`src/rtl/timer_bank_pkg.sv`:
```
package timer_bank_pkg;
  typedef enum logic [1:0] {
    SLOT_LO   = 2'd0,
    SLOT_HI   = 2'd1,
    SLOT_GO   = 2'd2,
    SLOT_SNAP = 2'd3
  } slot_e;
endpackage

```
`src/rtl/timer_bank_rst_sync.sv`:
```
module timer_bank_rst_sync (
  input  logic clk,
  input  logic rst_n,
  output logic rst_sync_n
);
  logic meta_q;
  logic sync_q;

  always_ff @(posedge clk or negedge rst_n) begin
    if (!rst_n) begin
      meta_q <= 1'b0;
      sync_q <= 1'b0;
    end else begin
      meta_q <= 1'b1;
      sync_q <= meta_q;
    end
  end

  assign rst_sync_n = sync_q;
endmodule

```
`src/rtl/timer_bank_prescaler.sv`:
```
module timer_bank_prescaler #(
  parameter int TICK_DIV = 4
) (
  input  logic clk,
  input  logic rst_n,
  output logic tick_o
);
  localparam int PRE_W = (TICK_DIV > 1) ? $clog2(TICK_DIV) : 1;
  localparam logic [PRE_W-1:0] PRE_LAST = PRE_W'(TICK_DIV - 1);

  logic [PRE_W-1:0] pre_q;
  logic [PRE_W-1:0] pre_d;

  always_comb begin
    if (pre_q == PRE_LAST) pre_d = '0;
    else                   pre_d = pre_q + 1'b1;
  end

  always_ff @(posedge clk or negedge rst_n) begin
    if (!rst_n) pre_q <= '0;
    else        pre_q <= pre_d;
  end

  assign tick_o = (pre_q == PRE_LAST);

  AST_TICK_SPACED: assert property (@(posedge clk) disable iff (!rst_n)
    tick_o |=> !tick_o);
endmodule

```
`src/rtl/timer_bank_channel.sv`:
```
module timer_bank_channel #(
  parameter int DATA_W = 8
) (
  input  logic                  clk,
  input  logic                  rst_n,
  input  logic                  tick_i,
  input  logic                  wr_lo_i,
  input  logic                  wr_hi_i,
  input  logic                  go_i,
  input  logic                  snap_i,
  input  logic [DATA_W-1:0]     wdata_i,
  output logic [2*DATA_W-1:0]   snap_o,
  output logic                  expire_o
);
  localparam int CNT_W = 2 * DATA_W;

  logic [CNT_W-1:0] reload_q, reload_d;
  logic [CNT_W-1:0] cnt_q, cnt_d;
  logic [CNT_W-1:0] snap_q, snap_d;
  logic             run_q, run_d;
  logic             exp_q, exp_d;

  always_comb begin
    reload_d = reload_q;
    if (wr_lo_i) reload_d[DATA_W-1:0]     = wdata_i;
    if (wr_hi_i) reload_d[CNT_W-1:DATA_W] = wdata_i;
  end

  always_comb begin
    cnt_d = cnt_q;
    run_d = run_q;
    exp_d = 1'b0;
    if (go_i) begin
      cnt_d = reload_q;
      run_d = 1'b1;
    end else if (run_q && tick_i) begin
      if (cnt_q == '0) begin
        cnt_d = reload_q;
        exp_d = 1'b1;
      end else begin
        cnt_d = cnt_q - 1'b1;
      end
    end
  end

  always_comb begin
    snap_d = snap_i ? cnt_q : snap_q;
  end

  always_ff @(posedge clk or negedge rst_n) begin
    if (!rst_n) begin
      reload_q <= '0;
      cnt_q    <= '0;
      snap_q   <= '0;
      run_q    <= 1'b0;
      exp_q    <= 1'b0;
    end else begin
      reload_q <= reload_d;
      cnt_q    <= cnt_d;
      snap_q   <= snap_d;
      run_q    <= run_d;
      exp_q    <= exp_d;
    end
  end

  assign snap_o   = snap_q;
  assign expire_o = exp_q;

  AST_GO_LOADS: assert property (@(posedge clk) disable iff (!rst_n)
    go_i |=> (cnt_q == $past(reload_q)) && run_q);
  AST_DECREMENT: assert property (@(posedge clk) disable iff (!rst_n)
    (run_q && tick_i && !go_i && (cnt_q != '0)) |=> (cnt_q == CNT_W'($past(cnt_q) - 1'b1)));
  AST_EXPIRE_SINGLE: assert property (@(posedge clk) disable iff (!rst_n)
    expire_o |=> !expire_o);
  AST_STOPPED_QUIET: assert property (@(posedge clk) disable iff (!rst_n)
    !run_q |-> !expire_o);
  AST_SNAP_CAPTURE: assert property (@(posedge clk) disable iff (!rst_n)
    snap_i |=> (snap_o == $past(cnt_q)));
endmodule

```
`src/rtl/timer_bank_ovs_div.sv`:
```
module timer_bank_ovs_div #(
  parameter int OVS_DIV = 16
) (
  input  logic clk,
  input  logic rst_n,
  input  logic pulse_i,
  output logic pulse_o
);
  localparam int DIV_W = (OVS_DIV > 1) ? $clog2(OVS_DIV) : 1;
  localparam logic [DIV_W-1:0] DIV_LAST = DIV_W'(OVS_DIV - 1);

  logic [DIV_W-1:0] div_q, div_d;
  logic             out_q, out_d;

  always_comb begin
    div_d = div_q;
    out_d = 1'b0;
    if (pulse_i) begin
      if (div_q == DIV_LAST) begin
        div_d = '0;
        out_d = 1'b1;
      end else begin
        div_d = div_q + 1'b1;
      end
    end
  end

  always_ff @(posedge clk or negedge rst_n) begin
    if (!rst_n) begin
      div_q <= '0;
      out_q <= 1'b0;
    end else begin
      div_q <= div_d;
      out_q <= out_d;
    end
  end

  assign pulse_o = out_q;

  AST_OVS_FOLLOWS_EXPIRY: assert property (@(posedge clk) disable iff (!rst_n)
    pulse_o |-> $past(pulse_i));
  AST_OVS_SINGLE: assert property (@(posedge clk) disable iff (!rst_n)
    pulse_o |=> !pulse_o);
endmodule

```
`src/rtl/timer_bank.sv`:
```
module timer_bank #(
  parameter int NUM_CH    = 4,
  parameter int DATA_W    = 8,
  parameter int ADDR_W    = 8,
  parameter int CH_BASE   = 'h40,
  parameter int CH_STRIDE = 16,
  parameter int TICK_DIV  = 4,
  parameter int BAUD_CH   = 2,
  parameter int OVS_CH    = 3,
  parameter int OVS_DIV   = 16
) (
  input  logic              clk,
  input  logic              rst_n,
  input  logic [ADDR_W-1:0] bus_addr,
  input  logic              bus_wr,
  input  logic [DATA_W-1:0] bus_wdata,
  output logic [DATA_W-1:0] bus_rdata,
  output logic [NUM_CH-1:0] expire,
  output logic              baud_en,
  output logic              ovs_baud_en
);
  import timer_bank_pkg::*;

  localparam int CNT_W    = 2 * DATA_W;
  localparam int CH_IDX_W = (NUM_CH > 1) ? $clog2(NUM_CH) : 1;
  localparam int CH_LSB   = $clog2(CH_STRIDE);
  localparam int SLOT_LSB = 2;
  localparam int SPAN     = NUM_CH * CH_STRIDE;

  logic                rst_sync_n;
  logic                tick;
  logic [ADDR_W-1:0]   rel_addr;
  logic                in_range;
  logic [CH_IDX_W-1:0] ch_idx;
  slot_e               slot;
  logic [CNT_W-1:0]    snap_w [NUM_CH];

  timer_bank_rst_sync u_rst_sync (
    .clk        (clk),
    .rst_n      (rst_n),
    .rst_sync_n (rst_sync_n)
  );

  timer_bank_prescaler #(.TICK_DIV(TICK_DIV)) u_prescaler (
    .clk    (clk),
    .rst_n  (rst_sync_n),
    .tick_o (tick)
  );

  always_comb begin
    rel_addr = bus_addr - ADDR_W'(CH_BASE);
    in_range = (bus_addr >= ADDR_W'(CH_BASE)) && ({1'b0, rel_addr} < (ADDR_W+1)'(SPAN));
    ch_idx   = rel_addr[CH_LSB +: CH_IDX_W];
    slot     = slot_e'(rel_addr[SLOT_LSB +: 2]);
  end

  for (genvar c = 0; c < NUM_CH; c++) begin : g_ch
    logic sel;
    assign sel = bus_wr && in_range && (ch_idx == CH_IDX_W'(c));

    timer_bank_channel #(.DATA_W(DATA_W)) u_channel (
      .clk      (clk),
      .rst_n    (rst_sync_n),
      .tick_i   (tick),
      .wr_lo_i  (sel && (slot == SLOT_LO)),
      .wr_hi_i  (sel && (slot == SLOT_HI)),
      .go_i     (sel && (slot == SLOT_GO)),
      .snap_i   (sel && (slot == SLOT_SNAP)),
      .wdata_i  (bus_wdata),
      .snap_o   (snap_w[c]),
      .expire_o (expire[c])
    );
  end

  always_comb begin
    bus_rdata = '0;
    if (in_range) begin
      case (slot)
        SLOT_LO: bus_rdata = snap_w[ch_idx][DATA_W-1:0];
        SLOT_HI: bus_rdata = snap_w[ch_idx][CNT_W-1:DATA_W];
        default: bus_rdata = '0;
      endcase
    end
  end

  assign baud_en = expire[BAUD_CH];

  timer_bank_ovs_div #(.OVS_DIV(OVS_DIV)) u_ovs_div (
    .clk     (clk),
    .rst_n   (rst_sync_n),
    .pulse_i (expire[OVS_CH]),
    .pulse_o (ovs_baud_en)
  );

  AST_RD_UNMAPPED_ZERO: assert property (@(posedge clk) disable iff (!rst_sync_n)
    !in_range |-> (bus_rdata == '0));
  AST_EXPIRE_AFTER_TICK: assert property (@(posedge clk) disable iff (!rst_sync_n)
    (expire != '0) |-> $past(tick));
endmodule

```
`config.mk`:
```
export PLATFORM = sky130hd
export DESIGN_NAME = timer_bank
export DESIGN_NICKNAME = d
export VERILOG_FILES = /design/src/rtl/timer_bank_pkg.sv /design/src/rtl/timer_bank_rst_sync.sv /design/src/rtl/timer_bank_prescaler.sv /design/src/rtl/timer_bank_channel.sv /design/src/rtl/timer_bank_ovs_div.sv /design/src/rtl/timer_bank.sv
export SDC_FILE = /design/constraint.sdc
export NUM_CORES = 1
export LEC_CHECK = 0
export CAP_MARGIN = 0
export CORE_MARGIN = 5
export CORE_UTILIZATION = 55
export CTS_CLUSTER_SIZE = 12
export DETAILED_ROUTE_END_ITERATION = 7
export PLACE_DENSITY_LB_ADDON = 0.3
export SETUP_SLACK_MARGIN = 0.02
export SKIP_LAST_GASP = 1
export SLEW_MARGIN = 20
export SYNTH_ARGS = -nofsm -noshare
export SYNTH_HDL_FRONTEND = slang
export SYNTH_SLANG_ARGS = --single-unit
```
`constraint.sdc`:
```
create_clock -name clk -period 7.7 [get_ports clk]
set_input_delay 1.54 -clock clk [delete_from_list [all_inputs] [get_ports clk]]
set_output_delay 1.54 -clock clk [all_outputs]
set_load 0.05 [all_outputs]
```
==> run_results.csv, run 1 <==
group,metric,value,unit
status,status,"complete, no violations",
route,vias_per_cell,6.529,
route,ant_nets,0,
route,initialDrtViolationCount,682,
yosys,syn_nets,944,
worst_setup_path,cp-start-kind,"primary input",
die,row_count,50,
clock_network,cts_resized,0,
layout,utilization,61.69,%
clock_network,clock_path_buffers,3,
die,die_height,146.9,um
sta,fin_crit_sh,74.53,%
global_routing,antenna_found_initial,0,
yosys,yosysMostFrequentCell,"dfrtp_1",
worst_setup_path,r2r_cells,5,
sta,hold_viol_final,0,
yosys,yosysTopAreaCell,"dfrtp_1",
placed_design,dp.cells,1132,
worst_setup_path,path_max_fanout,25,
route,drc,0,
layout,regArea,5234,um^2
sta,fin_ws,1961,ps
sta,worst_pin_slew,1029,ps
yosys,ys.flop_type,"dfrtp_1",
clock_network,cts_setup_buffers,0,
layout,fin_nets,953,
yosys,syn_area,10310,um^2
worst_setup_path,crit_type,"primary input to output pin",
worst_setup_path,cp.required,6160,ps
route,drtPass1Iterations,5,
placed_design,gp_congestion,0.9091,
run,maxCapViolations,0,
worst_hold_path,hp-class,"flop to asynchronous set/reset pin",
route,wl_per_cell,22.19,um
worst_setup_path,reg2reg_to,"g_ch[2].u_channel.cnt_q[9]$_DFFE_PN0P_",
placed_design,place_area,10730,um^2
yosys,synthCells,915,
layout,drive_gt1_share,21.45,%
power_and_ir_drop,power.density_cell_area,248.2,nW/um^2
sta,fin_tns_setup,0,ps
sta,slew_viol_final,0,
layout,fin_area,11460,um^2
die,core_area,18580,um^2
worst_setup_path,reg2reg_setup_slack,4780,ps
yosys,yosysSeqAreaShare,50.71,%
layout,syn_to_final_growth,11.14,%
yosys,syn_avg_cell_area,11.27,um^2
sta,rsz0062_at_grt,"no",
sta,hold_slack,288.9,ps
layout,nFillCells,1522,
clock_network,tritoncts,"built",
power_and_ir_drop,p_leak,4.930,nW
clock_network,clkTransAtPathRegs,60,ps
global_routing,grt_pass1_wl,42.04,mm
die,die_area,21590,um^2
sta,slew_headroom,31.21,%
worst_setup_path,worstPathArrival,4200,ps
placed_design,dp_hpwl,17.41,mm
yosys,ys_ff_latch,209,
sta,post-route-min-period,5739,ps
yosys,ys_top_cells_by_area,"dfrtp_1 51%, mux2_2 13%, mux4_2 3.5%, nand3_1 2.9%, nand2_1 2.6%",
placed_design,post-place-ws,1765,ps
clock_network,cts_made_buffers,23,
yosys,synth_edf_count,0,
clock_network,htree_levels,1,
die,fp.dieW,146.9,um
yosys,synth_common_cells,"209 x dfrtp_1, 115 x mux2_2, 71 x nand2_1, 60 x nand3_1, 47 x o21ai_0",
sta,fin_skew,7.727,ps
clock_network,clockRootBuffer,"clkbuf_16",
layout,diodes,0,
yosys,async_reset_ff_share,100.0,%
power_and_ir_drop,max-vdd-ir-drop,0.0001910,V
die,start_util,55.51,%
worst_setup_path,crit-reg2reg-launch,"g_ch[2].u_channel.cnt_q[11]$_DFFE_PN0P_",
global_routing,grt_max_degree,80,
sta,setup_viol,0,
route,vias,7646,
die,ios,33,
global_routing,grt_pass1_vias,7399,
global_routing,grtUsageTotal,24.40,%
power_and_ir_drop,total_power,2.845,mW
yosys,yosysWarnings,0,
placed_design,io_buffer_count,30,
global_routing,overflow,0,
worst_setup_path,crit_path_end_kind,"output pin",
layout,multi_input_area,4740,um^2
layout,stdcell_count,1171,
clock_network,cts.sinks,209,
clock_network,clk_latency,520,ps
sta,fmax,0.1743,GHz
yosys,synth_top_area_share,50.71,%
route,wl,25.99,mm
clock_network,hold_buffers,0,
yosys,ys_types,73,
==> power breakdown <==
part / internal [mW] / total (mW) / switching, mW
registers: 1.25 / 1.39 / 0.148
clock network: 0.621 / 1.05 / 0.432
logic: 0.189 / 0.399 / 0.209
total: 2.06 / 2.84 / 0.789
==> cell families after synthesis <==
family | synth area share, %
compound gates | 11.51
xor+xnor | 0.08494
fa+ha+maj | 1.213
buf+inv | 3.336
flops | 50.71
mux | 17.02
other cells | 0.03636
simple gates | 16.09
==> flip-flops by register name, indices dropped and copies added, names as in the netlist, 2 cells and up <==
register / flops
g_ch.u_channel.snap_o: 64
g_ch.u_channel.reload_q: 64
u_prescaler.pre_q: 2
g_ch.u_channel.expire_o: 4
g_ch.u_channel.run_q: 4
g_ch.u_channel.cnt_q: 64
u_ovs_div.div_q: 4
==> critical path, stage by stage <==
cell and delay, ps:
clkdlybuf4s50_1 1150, mux4_2 370, mux2i_1 70, nor2_1 220, clkdlybuf4s50_1 840
==> metal layers <==
| metal | wire length [um] | global-route usage, % | part of all wire [%] | vias up |
|---|---|---|---|---|
| met1 | 11630 | 35.81 | 45 | 3891 |
| li1 | - | - | - | 3471 |
| met2 | 12010 | 37.68 | 46 | 226 |
| met4 | 1031 | 8.434 | 4.0 | 0 |
| met3 | 1317 | 3.362 | 5.1 | 58 |
| met5 | 0 | 0 | 0 | - |
==> how the worst max path moves through the flow <==
stage                                     from                                     end
6_report                           bus_addr[5]                            bus_rdata[3]
5_1_grt                            bus_addr[5]                            bus_rdata[1]
4_1_cts                            bus_addr[4]                            bus_rdata[4]
3_5_place_dp                       bus_addr[4]                            bus_rdata[3]
3_3_place_gp                       bus_addr[4]                            bus_rdata[1]
2_1_floorplan  u_rst_sync.rst_sync_n$_DFF_PN0_  g_ch[0].u_channel.cnt_q[0]$_DFFE_PN0P_
==> placed cells by master (no fill, tap or decap), types with 17 or more instances in the layout <==
cell type        count
dfrtp_1            208
nand4_1             23
clkbuf_16           23
nor2_1              38
nand2_1             71
mux2_2             115
nor3_1              19
a21oi_1             25
nand3_1             60
inv_1               17
clkdlybuf4s50_1     29
nor4_1              20
o21ai_0             45
==> layout make-up <==
class | count | area share (%)
flip-flops and latches | 209 | 45.66
multi-input cells | 629 | 41.35
clock buffers | 34 | 5.731
repair buffers | 44 | 3.668
well taps | 234 | 2.554
inverters | 17 | 0.5567
clock inverters | 4 | 0.4803
Power figures use the tool's default switching activity.
==> run 2, diff against run 1 <==
==> constraint.sdc (replaced) <==
create_clock -name clk -period 5.7 [get_ports clk]
set_input_delay 1.14 -clock clk [delete_from_list [all_inputs] [get_ports clk]]
set_output_delay 1.14 -clock clk [all_outputs]
set_load 0.05 [all_outputs]
==> run_results.csv, run 2 (synthesis gave the netlist of run 1 again) <==
group,metric,value,unit
die,row_count,50,
power_and_ir_drop,power.density_cell_area,339.0,nW/um^2
power_and_ir_drop,p_leak,4.966,nW
clock_network,cts_made_buffers,23,
power_and_ir_drop,p_sw_share,27.00,%
global_routing,antenna_found_initial,0,
die,die_height,146.9,um
sta,setup_viol,0,
worst_setup_path,cp.required,4560,ps
worst_setup_path,crit_top_cell,"clkdlybuf4s50_1",
worst_setup_path,cp-start-kind,"primary input",
worst_setup_path,r2r_cells,5,
worst_setup_path,crit-reg2reg-launch,"g_ch[2].u_channel.cnt_q[11]$_DFFE_PN0P_",
sta,fmax,0.2151,GHz
clock_network,clockRootBuffer,"clkbuf_16",
clock_network,htree_levels,1,
worst_setup_path,crit_type,"primary input to output pin",
placed_design,place_area,10750,um^2
layout,drive_gt1_share,21.94,%
route,vias,7642,
worst_setup_path,crit_path_max_incr_delay,840,ps
power_and_ir_drop,intPower,2.852,mW
route,vias_per_cell,6.515,
placed_design,dp_hpwl,17.53,mm
route,wl,25.92,mm
sta,fin_crit_sh,81.55,%
worst_setup_path,reg2reg_to,"g_ch[2].u_channel.cnt_q[13]$_DFFE_PN0P_",
global_routing,overflow,0,
global_routing,grt_pass1_wl,41.87,mm
die,start_util,55.51,%
route,initialDrtViolationCount,631,
worst_setup_path,worstPathArrival,3510,ps
layout,fin_nets,956,
sta,fin_ws,1051,ps
placed_design,gp_congestion,0.9116,
layout,utilization,62.02,%
global_routing,grt_max_degree,83,
route,wl_per_cell,22.10,um
sta,worst_pin_slew,906.1,ps
clock_network,cts_setup_buffers,0,
clock_network,clock_path_buffers,3,
run,maxCapViolations,0,
clock_network,tritoncts,"built",
worst_setup_path,path_max_fanout,12,
sta,slew_headroom,39.40,%
sta,fin_skew,14.35,ps
worst_setup_path,reg2reg_setup_slack,2770,ps
worst_setup_path,cp_num_buf_inv,2,
die,die_area,21590,um^2
worst_setup_path,cpMaxStageDelayCell,"clkdlybuf4s50_1",
clock_network,cts.sinks,209,
power_and_ir_drop,power.switching,1.055,mW
placed_design,io_buffer_count,30,
sta,post-route-min-period,4649,ps
layout,syn_to_final_growth,11.73,%
route,ant_nets,0,
layout,diodes,0,
worst_hold_path,hp-class,"flop to asynchronous set/reset pin",
route,drc,0,
global_routing,grt_pass1_vias,7348,
power_and_ir_drop,comb_power_share,13.7,%
die,core_area,18580,um^2
layout,final_cell_mix,"208 x dfrtp_1, 115 x mux2_2, 71 x nand2_1, 60 x nand3_1, 45 x o21ai_0",
layout,layout_commonest_cell,"dfrtp_1",
power_and_ir_drop,max-vdd-ir-drop,0.0002406,V
worst_setup_path,crit_chain,"clkdlybuf4s50_1 -> or3b_2 -> nor2_1 -> clkdlybuf4s50_1",
layout,fin_area,11520,um^2
die,fp.dieW,146.9,um
worst_setup_path,crit_family,"buffers and inverters",
global_routing,grtUsageTotal,24.25,%
placed_design,post-place-ws,1060,ps
die,ios,33,
clock_network,clk_latency,510,ps
route,drtPass1Iterations,5,
sta,hold_viol_final,0,
sta,rsz0062_at_grt,"no",
worst_setup_path,crit_path_end_kind,"output pin",
clock_network,cts_resized,0,
power_and_ir_drop,pwr-share-clk,38.1,%
status,status,"complete, no violations",
clock_network,clkTransAtPathRegs,60,ps
sta,fin_tns_setup,0,ps
power_and_ir_drop,power_frac_seq,48.2,%
sta,slew_viol_final,0,
clock_network,hold_buffers,0,
-- run 2: worst max path at each step --
stage / start / endpoint / slack, ps / depth (start not counted)
4_1_cts: bus_addr[3] / bus_rdata[6] / 1060 / 4
2_1_floorplan: bus_addr[5] / bus_rdata[5] / 1910 / 5
6_report: bus_addr[3] / bus_rdata[6] / 1050 / 4
5_1_grt: bus_addr[3] / bus_rdata[5] / 990 / 4
3_5_place_dp: bus_addr[3] / bus_rdata[6] / 1060 / 4
3_3_place_gp: bus_addr[3] / bus_rdata[3] / 1070 / 4
-- run 2: stage by stage --
stage	hold WS, ps	total power, mW	instances
floorplan	331.1	2.242	915
global placement	336.5	2.412	1135
detailed placement	335.5	2.432	1135
CTS	349.2	3.931	1172
global route	361.1	4.096	1173
finish	303.8	3.907	1173
-- run 2: final cells by class --
cell class	instances	area, um^2
fill	1512	7057
sequential	209	5234
multi-input combinational	629	4740
clock buffer	33	683.2
timing repair buffer	47	440.4
tap	234	292.8
clock inverter	4	70.07
inverter	17	63.81
-- run 2: power by group through the flow --
| stage | clock, mW | sequential (mW) | combinational [mW] |
|---|---|---|---|
| finish | 1.49 | 1.88 | 0.536 |
| global placement | 0 | 1.90 | 0.509 |
| floorplan | 0 | 1.84 | 0.401 |
| CTS | 1.52 | 1.88 | 0.529 |
| global route | 1.58 | 1.91 | 0.605 |
| detailed placement | 0 | 1.91 | 0.523 |
-- run 2: routing by layer --
layer  GRT usage [%]  wire length, um  vias to the layer above
met2           37.73            12060                      242
met1           35.84            11470                     3880
li1                -                -                     3471
met3           3.825             1602                       49
met5               0                0                        -
met4           6.524              789                        0
==> run 3, diff against run 2 <==
==> constraint.sdc (replaced) <==
create_clock -name clk -period 4.3 [get_ports clk]
set_input_delay 0.86 -clock clk [delete_from_list [all_inputs] [get_ports clk]]
set_output_delay 0.86 -clock clk [all_outputs]
set_load 0.05 [all_outputs]
==> run_results.csv, run 3 (synthesis gave the netlist of run 1 again) <==
group,metric,value,unit
sta,worst_pin_slew,852.0,ps
die,core_area,18580,um^2
global_routing,use_met3,3.486,%
worst_setup_path,cpMaxStageDelayCell,"or3b_2",
global_routing,grt_pass1_wl,41.70,mm
placed_design,io_buffer_count,30,
die,start_util,55.51,%
die,die_height,146.9,um
sta,post-route-min-period,3546,ps
sta,slew_headroom,43.04,%
global_routing,grt_pass1_vias,7313,
worst_setup_path,r2r_cells,5,
layout,final_cell_mix,"208 x dfrtp_1, 115 x mux2_2, 71 x nand2_1, 60 x nand3_1, 45 x o21ai_0",
clock_network,clk_latency,510,ps
clock_network,clkTransAtPathRegs,60,ps
power_and_ir_drop,max-vdd-ir-drop,0.0003807,V
global_routing,antenna_found_initial,1,
worst_setup_path,crit_path_max_incr_delay,690,ps
sta,fin_crit_sh,82.47,%
route,ant_nets,0,
clock_network,htree_levels,1,
power_and_ir_drop,power.density_cell_area,439.4,nW/um^2
worst_setup_path,crit_path_end_kind,"output pin",
worst_setup_path,path_max_fanout,12,
route,vias,7610,
sta,hold_viol_final,0,
status,status,"complete, no violations",
placed_design,dp.cells,1141,
clock_network,clockRootBuffer,"clkbuf_16",
placed_design,gp_congestion,0.8836,
layout,nFillCells,1473,
layout,diodes,0,
power_and_ir_drop,total_power,5.057,mW
sta,setup_viol,0,
clock_network,cts_setup_buffers,0,
die,fp.dieW,146.9,um
sta,fin_tns_setup,0,ps
sta,fmax,0.2820,GHz
run,maxCapViolations,0,
clock_network,cts.sinks,209,
route,vias_per_cell,6.455,
layout,fin_nets,961,
die,die_area,21590,um^2
global_routing,use_met1,36.22,%
sta,rsz0062_at_grt,"no",
clock_network,tritoncts,"built",
sta,fin_skew,14.07,ps
clock_network,cts_made_buffers,23,
layout,regArea,5234,um^2
layout,syn_to_final_growth,11.60,%
route,wl_per_cell,22.02,um
placed_design,post-place-ws,670.5,ps
worst_setup_path,crit_chain,"clkdlybuf4s50_1 -> or3b_2 -> nor2_1 -> buf_4",
layout,drive_gt1_share,23.07,%
route,initialDrtViolationCount,856,
worst_setup_path,worstPathArrival,2690,ps
clock_network,hold_buffers,0,
route,drtPass1Iterations,7,
global_routing,grt_max_degree,100,
clock_network,cts_resized,0,
clock_network,clock_path_buffers,3,
layout,multi_input_area,4742,um^2
worst_hold_path,hp-class,"flop to asynchronous set/reset pin",
placed_design,dp_hpwl,17.41,mm
die,ios,33,
route,drc,0,
layout,stdcell_count,1179,
global_routing,grtUsageTotal,24.25,%
worst_setup_path,cp.required,3440,ps
layout,layout_commonest_cell,"dfrtp_1",
sta,fin_ws,753.9,ps
power_and_ir_drop,p_leak,4.990,nW
sta,slew_viol_final,0,
global_routing,overflow,0,
die,row_count,50,
worst_setup_path,cp-start-kind,"primary input",
worst_setup_path,crit_type,"primary input to output pin",
route,wl,25.96,mm
global_routing,grtUsageMet2,37.27,%
global_routing,top_usage_layer,"met2",
[run 3: through the flow]
stage / hold slack, ps / area [um^2] / util [%]
after floorplan: 331.1 / 10310 / -
after global placement: 213.8 / 10810 / 58.20
after detailed placement: 208.8 / 10810 / 58.20
after CTS: 215.6 / 11510 / 61.93
after global routing: 231.1 / 11510 / 61.95
final: 205.2 / 11510 / 61.95
[run 3: cell type report]
type	count	area share (%)
multi-input combinational	629	41.20
clock buffer	32	5.555
clock inverter	6	0.4783
inverter	17	0.5544
sequential	209	45.47
tap	234	2.544
timing repair buffer	52	4.196
[run 3: final timing paths]
check,from,to,slack [ps]
worst max-delay path,bus_addr[3],bus_rdata[3],750
min in group clk,u_rst_sync.meta_q$_DFF_PN0_,u_rst_sync.rst_sync_n$_DFF_PN0_,350
worst min register to register,u_rst_sync.rst_sync_n$_DFF_PN0_,g_ch[3].u_channel.cnt_q[2]$_DFFE_PN0P_,210
max in group asynchronous,u_rst_sync.rst_sync_n$_DFF_PN0_,g_ch[3].u_channel.snap_o[6]$_DFFE_PN0P_,3280
worst min-delay path,u_rst_sync.rst_sync_n$_DFF_PN0_,g_ch[3].u_channel.cnt_q[2]$_DFFE_PN0P_,210
worst max register to register,g_ch[3].u_channel.cnt_q[5]$_DFFE_PN0P_,g_ch[3].u_channel.cnt_q[7]$_DFFE_PN0P_,1380
[run 3: report_power, final]
group	internal [mW]	switching (mW)	total (mW)	leakage [nW]
Combinational	0.343	0.373	0.716	1.93
Clock	1.09	0.762	1.85	0.346
Sequential	2.23	0.261	2.49	2.71
Total	3.66	1.40	5.06	4.99
[run 3: worst max-delay path: cells and delay by family]
kind / cells / cell delay (ps)
simple gates: 2 / 950
buf+inv: 2 / 870
[run 3: routing by layer]
layer	wire length, um	part of all wire [%]
met1	11640	45
met5	0	0
met3	1525	5.9
met4	795	3.1
met2	12000	46
